$ cat config.mk
export PLATFORM = sky130hd
export DESIGN_NAME = ts_sec_extend
export DESIGN_NICKNAME = d
export VERILOG_FILES = /design/src/rtl/ts_sec_extend.sv
export SDC_FILE = /design/constraint.sdc
export NUM_CORES = 1
export LEC_CHECK = 0
export ABC_AREA = 1
export CORE_AREA = 2 2 178 180
export DETAILED_ROUTE_END_ITERATION = 6
export DIE_AREA = 0 0 180 182
export DONT_BUFFER_PORTS = 1
export PLACE_DENSITY = 0.56
export SYNTH_ARGS = -nofsm -noshare
export SYNTH_HDL_FRONTEND = slang
export SYNTH_SLANG_ARGS = --single-unit
$ cat constraint.sdc
create_clock -name clk -period 3.25 [get_ports clk]
set_input_delay 0.1625 -clock clk [delete_from_list [all_inputs] [get_ports clk]]
set_output_delay 0.1625 -clock clk [all_outputs]
set_load 0.02 [all_outputs]
$ cat src/rtl/ts_sec_extend.sv
module ts_sec_extend #(
  parameter int SEC_W   = 48,
  parameter int STAMP_W = 32,
  parameter int WRAP_W  = 2
) (
  input  logic                      clk,
  input  logic                      rst_n,
  input  logic                      in_valid,
  input  logic [STAMP_W-1:0]        in_stamp,
  input  logic                      ref_load,
  input  logic [SEC_W-1:0]          ref_sec_in,
  output logic                      out_valid,
  output logic [SEC_W-1:0]          out_sec,
  output logic [STAMP_W-WRAP_W-1:0] out_nsec
);
  localparam int NS_W = STAMP_W - WRAP_W;

  logic [SEC_W-1:0]  ref_q;
  logic [WRAP_W-1:0] wrap_in;
  logic [WRAP_W-1:0] wrap_diff;
  logic              back_one;
  logic [SEC_W-1:0]  sec_next;

  assign wrap_in   = in_stamp[STAMP_W-1 -: WRAP_W];
  assign wrap_diff = wrap_in - ref_q[WRAP_W-1:0];
  assign back_one  = &wrap_diff;
  assign sec_next  = back_one ? ref_q - SEC_W'(1)
                              : ref_q + SEC_W'(wrap_diff);

  always_ff @(posedge clk or negedge rst_n) begin
    if (!rst_n) begin
      ref_q     <= '0;
      out_valid <= 1'b0;
      out_sec   <= '0;
      out_nsec  <= '0;
    end else begin
      out_valid <= in_valid;
      if (ref_load) ref_q <= ref_sec_in;
      if (in_valid) begin
        out_sec  <= sec_next;
        out_nsec <= in_stamp[NS_W-1:0];
      end
    end
  end
endmodule

==> results of run 1 <==
[area by class of cell]
class                           instances  area [um2]
Fill cell                            3251       19950
Multi-Input combinational cell        938        4956
Sequential cell                       127        3178
Timing Repair Buffer                   85       920.9
Inverter                              235       883.3
Tap cell                              402       503.0
Clock buffer                           20       456.7
Clock inverter                         12       133.9
[synth_stat cells]
cell type,number,area [um2]
buf_2,7,35.03
nor2_4,6,67.56
and2_1,2,12.51
fa_1,1,20.02
nor2_2,38,237.7
clkbuf_1,13,48.80
a21o_1,1,7.510
mux2_2,45,506.7
ha_1,52,650.6
nand2_1,552,2072
dfrtp_1,127,3178
nor4_1,2,12.51
inv_2,13,48.80
inv_1,222,833.3
o21ai_0,17,85.08
xor2_1,7,61.31
clkbuf_8,2,27.53
xnor2_1,18,157.7
o21ai_1,6,30.03
buf_6,1,11.26
nand2_2,27,168.9
or2_2,4,25.02
nor3_1,3,15.01
a21oi_1,29,145.1
nor3_2,3,30.03
nand3b_1,7,52.55
nand3_2,8,80.08
nand4_1,9,56.30
nand3_1,58,290.3
o21bai_1,2,15.01
nor2_1,41,153.9
[per-layer routing]
layer  vias to the layer above  global-route usage  share of wire
met5                         -                   0              0
met4                         0             0.06016          0.025
met3                        38             0.03931          0.058
met2                       207              0.2743           0.46
met1                      3756              0.2098           0.46
li1                       4183                   -              -
[repair_timing]
item / in CTS / in global routing
hold buffers: 82 / 0
hold endpoints to repair: 234 / 0
setup buffers: 0 / 0
[flip-flops by register name, indices dropped and copies added, names as in the netlist]
signal     cells
out_nsec      30
ref_q         48
out_valid      1
out_sec       48
[kinds of logic (layout without fill, tap and decap cells)]
logic type,count (synthesis),after routing,synth area share
compound gates,55,55,0.03095
buf+inv,258,352,0.1100
fa+ha+maj,53,53,0.07340
flops,127,127,0.3479
simple gates,760,760,0.3584
mux,45,45,0.05546
xor+xnor,25,25,0.02397
[how the worst max path moves through the flow]
| stage | to | slack [ps] | start |
|---|---|---|---|
| after floorplan | out_sec[36] | 230 | ref_q[0] |
| after global placement | out_sec[34] | 290 | ref_q[0] |
| after detailed placement | out_sec[46] | 290 | ref_q[0] |
| after CTS | out_sec[44] | 270 | ref_q[0] |
| after global routing | out_sec[46] | 20 | ref_q[0] |
| final | out_sec[44] | 250 | ref_q[0] |
[power by group through the flow]
stage | clock network (uW) | logic (uW) | registers, uW
2_1_floorplan | 0 | 2380 | 2510
3_3_place_gp | 0 | 3110 | 2650
3_5_place_dp | 0 | 3130 | 2650
4_1_cts | 2040 | 3300 | 2630
5_1_grt | 2100 | 3730 | 2670
6_report | 1980 | 3290 | 2610
[per-stage QoR]
step | util | hold WS (ps) | area, um2 | setup WS, ps | power, uW
after floorplan | - | -133.1 | 9139 | 230.9 | 4889
after global placement | 0.3088 | -124.1 | 9568 | 289.8 | 5760
after detailed placement | 0.3088 | -125.6 | 9568 | 292.4 | 5787
after CTS | 0.3560 | 6.320 | 11030 | 270.6 | 7970
after global routing | 0.3560 | 14.57 | 11030 | 23.81 | 8497
final | 0.3560 | 11.41 | 11030 | 247.7 | 7880
[worst reg2reg max path, stage by stage, from the launching register on]
cell	delay, ps
dfrtp_1	400
ha_1	340
xor2_1	180
nand2_1	70
nand2_2	90
buf_12	190
ha_1	460
nand2_1	150
nor2_1	160
inv_1	50
nor2_1	160
nand2_1	120
nor2_1	120
nand2_1	110
nand3_1	120
nand2_1	50
nand3_1	70
nand2_1	50
[cell usage in the layout (no fill, tap or decap), types with 7 or more instances in the layout]
| master | instances |
|---|---|
| dlygate4sd3_1 | 79 |
| clkbuf_16 | 17 |
| nand4_1 | 9 |
| nand3_1 | 58 |
| nor2_1 | 41 |
| nand3_2 | 8 |
| xor2_1 | 7 |
| inv_1 | 222 |
| inv_2 | 12 |
| nand2_2 | 28 |
| dfrtp_1 | 127 |
| o21ai_0 | 17 |
| nand2_1 | 551 |
| nand3b_1 | 7 |
| xnor2_1 | 18 |
| a21oi_1 | 29 |
| mux2_2 | 45 |
| nor2_2 | 38 |
| ha_1 | 52 |
==> results.yml, run 1 <==
power_and_ir_drop:
  p_int_uw: 4273
  clock_power_share: 0.251
  pwr-share-comb: 0.418
  vdd_ir_drop_max_mv: 0.3349
  seqPwrFrac: 0.331
  p_leak_uw: 0.005861
  p_sw_frac: 0.4578
  p_per_area_mw_per_mm2: 714.3
  p_sw_uw: 3607
cts:
  clk_pin_slew_ps: 60
  cts_buffer_depth: 2
  cts.sink_count: 127
  worstSkewPairLatency_ps: 430
  root_buffer: "clkbuf_16"
  ctsHtreeMaxLevel: 4
  post_cts_resized: 0
  cts_tree: "built"
  cts-buffers-inserted: 17
detailed_routing:
  drt-total-wl_um: 26860
  vias: 8184
  wl_per_cell_um: 14.77
  dr.pass1.iters: 5
  routed_via_density: 4.499
  drt_iter0_drc: 488
  drc: 0
  postRouteAntennaNets: 0
setup_path:
  path_max_fanout: 29
  crit_arrival_ps: 3310
  required_ps: 3560
  cp_num_buf_inv: 2
  worstSetupEndpointType: "register"
  r2r_cells: 17
  crit_chain: "ha_1 > xor2_1 > nand2_1 > nand2_2 > buf_12 > ha_1 > nand2_1 > nor2_1 > inv_1 > nor2_1 > nand2_1 > nor2_1 > nand2_1 > nand3_1 > nand2_1 > nand3_1 > nand2_1"
  crit_top_cell: "nand2_1"
  critPathTopFamily: "simple AND/OR/NAND/NOR gates"
  critPathKind: "register to register"
  slowest_stage: "ha_1"
  r2r-start: "ref_q[0]"
  critPathLaunchType: "register"
  cp.depth: 17
  rrSetupSlack_ps: 250
  worst_r2r_endpoint: "out_sec[44]"
  crit_path_max_incr_delay_ps: 440
timing:
  slew_viol_final: 0
  fin_crit_ps: 3002
  hold_viol_final: 0
  fin_crit_sh: 0.9238
  worstMarginPinSlew_ps: 675.2
  fin_skew_ps: 11.84
  relSlewSlack: 0.5499
  rsz0062_at_grt: "false"
  tns_ps: 0
  final-setup-viol-count: 0
  fmax_mhz: 333.1
yosys:
  syn_nets: 1460
  yosys.cell_types.count: 31
  syn_inst: 1323
  synth-warning-count: 0
  synth.cell_area_mm2: 0.009136
  ys_seq_area_frac: 0.3478
  avgSynthCellArea_um2: 6.906
  synth_seq_cells: 127
global_route:
  grt_pass1_vias: 8099
  grt_max_degree: 128
  overflow: 0
  antenna_found_initial: 0
  grt_pass1_wl_um: 42280
  grt.total_usage: 0.1655
layout:
  drive_gt1_frac: 0.1284
  nets: 1541
  syn2layout_area_growth_pct: 20.75
  final_cells: 1819
  n_antenna_cell: 0
floorplan:
  initial_core_util: 0.2949
  die_w_um: 180
  std_cell_rows: 65
  pin_count: 163
  die_y_um: 182
  core-area_mm2: 0.03099
  die_area_mm2: 0.03276
place:
  port_buffers: 0
  dp_hpwl_um: 20280
  dp_cells: 1705
  gp_congestion: 0.9094
min_path:
  whs_endpoint: "out_valid"
  hold_path_depth: 1
  worstHoldStart: "in_valid"
  hold_path.class: "primary input to register"
run_status:
  status: "finished, final reports clean"
flow_run:
  maxCapViolCount: 0
Note: power is estimated with default switching activity, not from simulation.
==> run 2: changes to the inputs <==
CORE_AREA = 2 2 250 129   (was 2 2 178 180)
DIE_AREA = 0 0 252 131   (was 0 0 180 182)
==> results.yml, run 2 (synthesized netlist as in run 1, its figures left out) <==
cts:
  worstSkewPairLatency_ps: 450
  cts.sink_count: 127
  cts_buffer_depth: 2
  ctsHtreeMaxLevel: 4
  clk_pin_slew_ps: 70
  cts-buffers-inserted: 17
  root_buffer: "clkbuf_16"
  cts_tree: "built"
layout:
  n_fill_cell: 3362
  syn2layout_area_growth_pct: 22.86
  nets: 1555
  n_antenna_cell: 0
  final_common_cell: "nand2_1"
  drive_gt1_frac: 0.1454
  final_cell_mix: "549 x nand2_1, 222 x inv_1, 127 x dfrtp_1"
  top_regs: "out_sec x48, ref_q x48, out_nsec x30"
  postLayoutCellArea_mm2: 0.01122
detailed_routing:
  postRouteAntennaNets: 0
  drt-total-wl_um: 33420
  dr.pass1.iters: 7
  drt_iter0_drc: 746
  drc: 0
  routed_via_density: 4.637
  wl_per_cell_um: 18.17
  vias: 8527
place:
  dp_hpwl_um: 26360
  dpl_cell_area_mm2: 0.009677
  dp_slack_ps: 5.356
  port_buffers: 0
  gp_congestion: 1.039
timing:
  hold_viol_final: 0
  worstMarginPinSlew_ps: 885.1
  setup_slack_ps: 125.6
  final-setup-viol-count: 0
  relSlewSlack: 0.4091
  fin_crit_ps: 3124
  slew_viol_final: 0
  fin_skew_ps: 13.23
  fin_crit_sh: 0.9614
  fmax_mhz: 320.1
  tns_ps: 0
  hold_slack_ps: 26.61
setup_path:
  crit_chain: "ha_4 > xor2_1 > nand2_1 > nand2_2 > buf_12 > ha_1 > nand2_2 > inv_1 > nand2_1 > nand2_1 > a21oi_4 > inv_1 > a21oi_1 > buf_4 > nand3_1 > nand3_1 > nand2_1"
  path_max_fanout: 27
  critPathLaunchType: "register"
  crit_start: "ref_q[0]"
  rrSetupSlack_ps: 130
  critPathKind: "register to register"
  crit_arrival_ps: 3470
  required_ps: 3590
  crit_top_cell: "nand2_1"
  r2r_cells: 17
  worstSetupEndpointType: "register"
  crit_path_max_incr_delay_ps: 430
  slowest_stage: "dfrtp_1"
  r2r-start: "ref_q[0]"
global_route:
  grt.total_usage: 0.2053
  grt_max_degree: 128
  grt_pass1_wl_um: 49110
  antenna_found_initial: 2
  overflow: 0
  use_met3: 0.09212
  grt_use_met2: 0.2427
  busiest_layer: "met1"
  grt_pass1_vias: 7880
  grt_use_met1: 0.3188
floorplan:
  die_w_um: 252
  std_cell_rows: 46
  initial_core_util: 0.2951
  core-area_mm2: 0.03096
  die_area_mm2: 0.03301
  pin_count: 163
  die_y_um: 131
power_and_ir_drop:
  p_per_area_mw_per_mm2: 750.8
  p_leak_uw: 0.005945
  vdd_ir_drop_max_mv: 0.4172
flow_run:
  maxCapViolCount: 0
run_status:
  status: "finished, final reports clean"
min_path:
  hold_path.class: "primary input to register"
  hold_path_depth: 2
  worstHoldStart: "in_valid"
## run 2: final timing paths
path | end
worst min-delay path | out_sec[21]
worst max-delay path | out_sec[39]
worst min register to register | ref_q[7]
max in group asynchronous | ref_q[20]
min in group asynchronous | out_sec[39]
worst max register to register | out_sec[39]
## run 2: through the flow
stage               total power (uW)  cells  utilization
global route                    8981   1839       0.3625
floorplan                       4889   1323            -
CTS                             8353   1838       0.3605
global placement                6154   1723       0.3125
finish                          8428   1839       0.3625
detailed placement              6153   1723       0.3125
## run 2: routing by layer
metal | share of wire | vias to the layer above | wire (um)
met5 | 0.00087 | - | 29
li1 | - | 4211 | -
met1 | 0.52 | 3891 | 17480
met3 | 0.13 | 25 | 4472
met4 | 0.011 | 4 | 378
met2 | 0.33 | 396 | 11060
## run 2: area by class of cell
class	instances	area [um2]	area share
multi-input combinational	938	5012	0.4466
sequential	127	3178	0.2831
timing repair buffer	99	1044	0.09297
inverter	235	882.1	0.07859
tap	408	510.5	0.04548
clock buffer	17	425.4	0.03790
clock inverter	15	172.7	0.01538
## run 2: worst max-delay path, delay by kind of cell (launching register included)
family	cells	cell delay [ps]
buf+inv	4	510
flops	1	430
simple gates	8	820
fa+ha+maj	2	700
xor+xnor	1	130
compound gates	2	400
## run 2: repair_timing
| action | CTS | global route |
|---|---|---|
| endpoints found under the hold margin | 231 | 2 |
| endpoints found under the setup margin | 1 | 21 |
| resized for setup | 1 | 13 |
| gates cloned | 0 | 0 |
| setup buffers | 0 | 0 |
| hold buffers | 83 | 1 |
## run 2: report_power, final
group	switching, uW	internal (uW)
combinational	2510	1250
clock	852	1150
sequential	731	1930
total	4090	4340
==> run 3: changes to the inputs <==
PLACE_DENSITY = unset   (was 0.56)
SLEW_MARGIN = 20   (was unset)
==> results.yml, run 3 (synthesized netlist as in run 1, its figures left out) <==
floorplan:
  initial_core_util: 0.2951
  pin_count: 163
  die_w_um: 252
  std_cell_rows: 46
  core-area_mm2: 0.03096
  die_area_mm2: 0.03301
  die_y_um: 131
setup_path:
  critPathKind: "register to register"
  crit_chain: "ha_1 > xor2_1 > nand2_1 > nand2_4 > buf_12 > ha_1 > nand2_2 > nor2_2 > nand2_1 > nor2_2 > nand2_1 > nand3_1 > xor2_2 > buf_4 > nand2_1 > nand2_1"
  critPathTopFamily: "simple AND/OR/NAND/NOR gates"
  crit_arrival_ps: 3480
  crit_top_cell: "nand2_1"
  crit_path_max_incr_delay_ps: 430
  cp_num_buf_inv: 2
  slowest_stage: "ha_1"
  worstSetupEndpointType: "register"
  required_ps: 3630
  critPathLaunchType: "register"
  path_max_fanout: 19
place:
  dp_slack_ps: 71.33
  dp_hpwl_um: 25350
  port_buffers: 0
  dp_cells: 1716
  gp_congestion: 1.020
cts:
  cts.sink_count: 127
  root_buffer: "clkbuf_16"
  cts_tree: "built"
  cts-buffers-inserted: 17
  ctsHtreeMaxLevel: 4
  cts_buffer_depth: 2
  clk_pin_slew_ps: 60
  worstSkewPairLatency_ps: 450
layout:
  drive_gt1_frac: 0.1482
  fin_util: 0.3631
  top_regs: "out_sec x48, ref_q x48, out_nsec x30"
  final_common_cell: "nand2_1"
  final_cell_mix: "546 x nand2_1, 222 x inv_1, 127 x dfrtp_1"
  n_fill_cell: 3242
  syn2layout_area_growth_pct: 23.08
  multi_input_area_mm2: 0.005052
  final_cells: 1833
  seqCellArea_mm2: 0.003178
  nets: 1549
detailed_routing:
  wl_per_cell_um: 17.76
  dr.pass1.iters: 5
  drt-total-wl_um: 32550
  postRouteAntennaNets: 0
  drc: 0
  routed_via_density: 4.733
  drt_iter0_drc: 831
  vias: 8676
flow_run:
  maxCapViolCount: 0
timing:
  fin_skew_ps: 10.20
  rsz0062_at_grt: "false"
  relSlewSlack: 0.4815
  setup_slack_ps: 157.7
  fin_crit_sh: 0.9515
  tns_ps: 0
  fmax_mhz: 323.4
  slew_viol_final: 0
  hold_viol_final: 0
  fin_crit_ps: 3092
  final-setup-viol-count: 0
  worstMarginPinSlew_ps: 776.6
  hold_slack_ps: 135.9
power_and_ir_drop:
  p_leak_uw: 0.005931
  vdd_ir_drop_max_mv: 0.4500
  p_per_area_mw_per_mm2: 756.5
global_route:
  antenna_found_initial: 1
  grt_pass1_wl_um: 47600
  grt_pass1_vias: 8012
  overflow: 0
  grt_max_degree: 128
  grt.total_usage: 0.1976
min_path:
  hold_path.class: "primary input to register"
run_status:
  status: "finished, final reports clean"
-- run 3: cell types whose count changed in the layout (fill, tap and decap cells not counted), moves of 3 or more --
| cell | change |
|---|---|
| buf_4 | -5 |
| ha_1 | -3 |
| ha_2 | +3 |
| inv_6 | -3 |
| nand2_1 | -3 |
-- run 3: what timing repair did --
item / 4_1_cts / 5_1_grt
hold endpoints to repair: 234 / 0
setup buffers: 0 / 1
gates resized for setup: 0 / 27
endpoints found under the setup margin: 0 / 22
hold buffers: 83 / 0
-- run 3: metal layers --
metal,up-vias,GRT usage,share of wire
li1,4209,-,-
met3,33,0.09311,0.13
met5,-,0,0
met2,406,0.2462,0.35
met1,4028,0.2942,0.51
met4,0,0.05047,0.012
-- run 3: worst paths after layout --
| kind | startpoint | to | slack [ps] | cells after the start |
|---|---|---|---|---|
| setup / recovery | ref_q[0] | out_sec[25] | 160 | 16 |
| hold / removal | ref_load | ref_q[0] | 140 | 2 |
| setup reg to reg | ref_q[0] | out_sec[25] | 160 | 16 |
| hold reg to reg | ref_q[25] | ref_q[25] | 520 | 1 |
| max in group asynchronous | rst_n | ref_q[21] | 2330 | 2 |
| min in group asynchronous | rst_n | out_nsec[22] | 400 | 2 |
-- run 3: area by class of cell --
cell class / count / area share
Sequential cell: 127 / 0.2826
Clock buffer: 19 / 0.03939
Antenna cell: 1 / 0.0002225
Inverter: 235 / 0.07845
Timing Repair Buffer: 93 / 0.08824
Multi-Input combinational cell: 938 / 0.4493
Tap cell: 408 / 0.04540
Clock inverter: 12 / 0.01636
-- run 3: per-stage QoR --
step | instance area (um2) | power (uW)
floorplan | 9139 | 4889
global placement | 9599 | 6071
detailed placement | 9599 | 6091
CTS | 11110 | 8381
global route | 11240 | 9060
finish | 11240 | 8507
-- run 3: where the power goes --
part | switching [uW] | internal [uW]
clock network | 780 | 1310
logic | 2490 | 1260
registers | 743 | 1930
total | 4010 | 4500
-- run 3: worst register-to-register path, delay by kind of cell (launching register included) --
family / cells / cell delay (ps)
AND/OR/NAND/NOR: 10 / 1150
flip-flops: 1 / 400
buffers and inverters: 2 / 330
XOR/XNOR: 2 / 380
adder cells (fa/ha/maj): 2 / 790
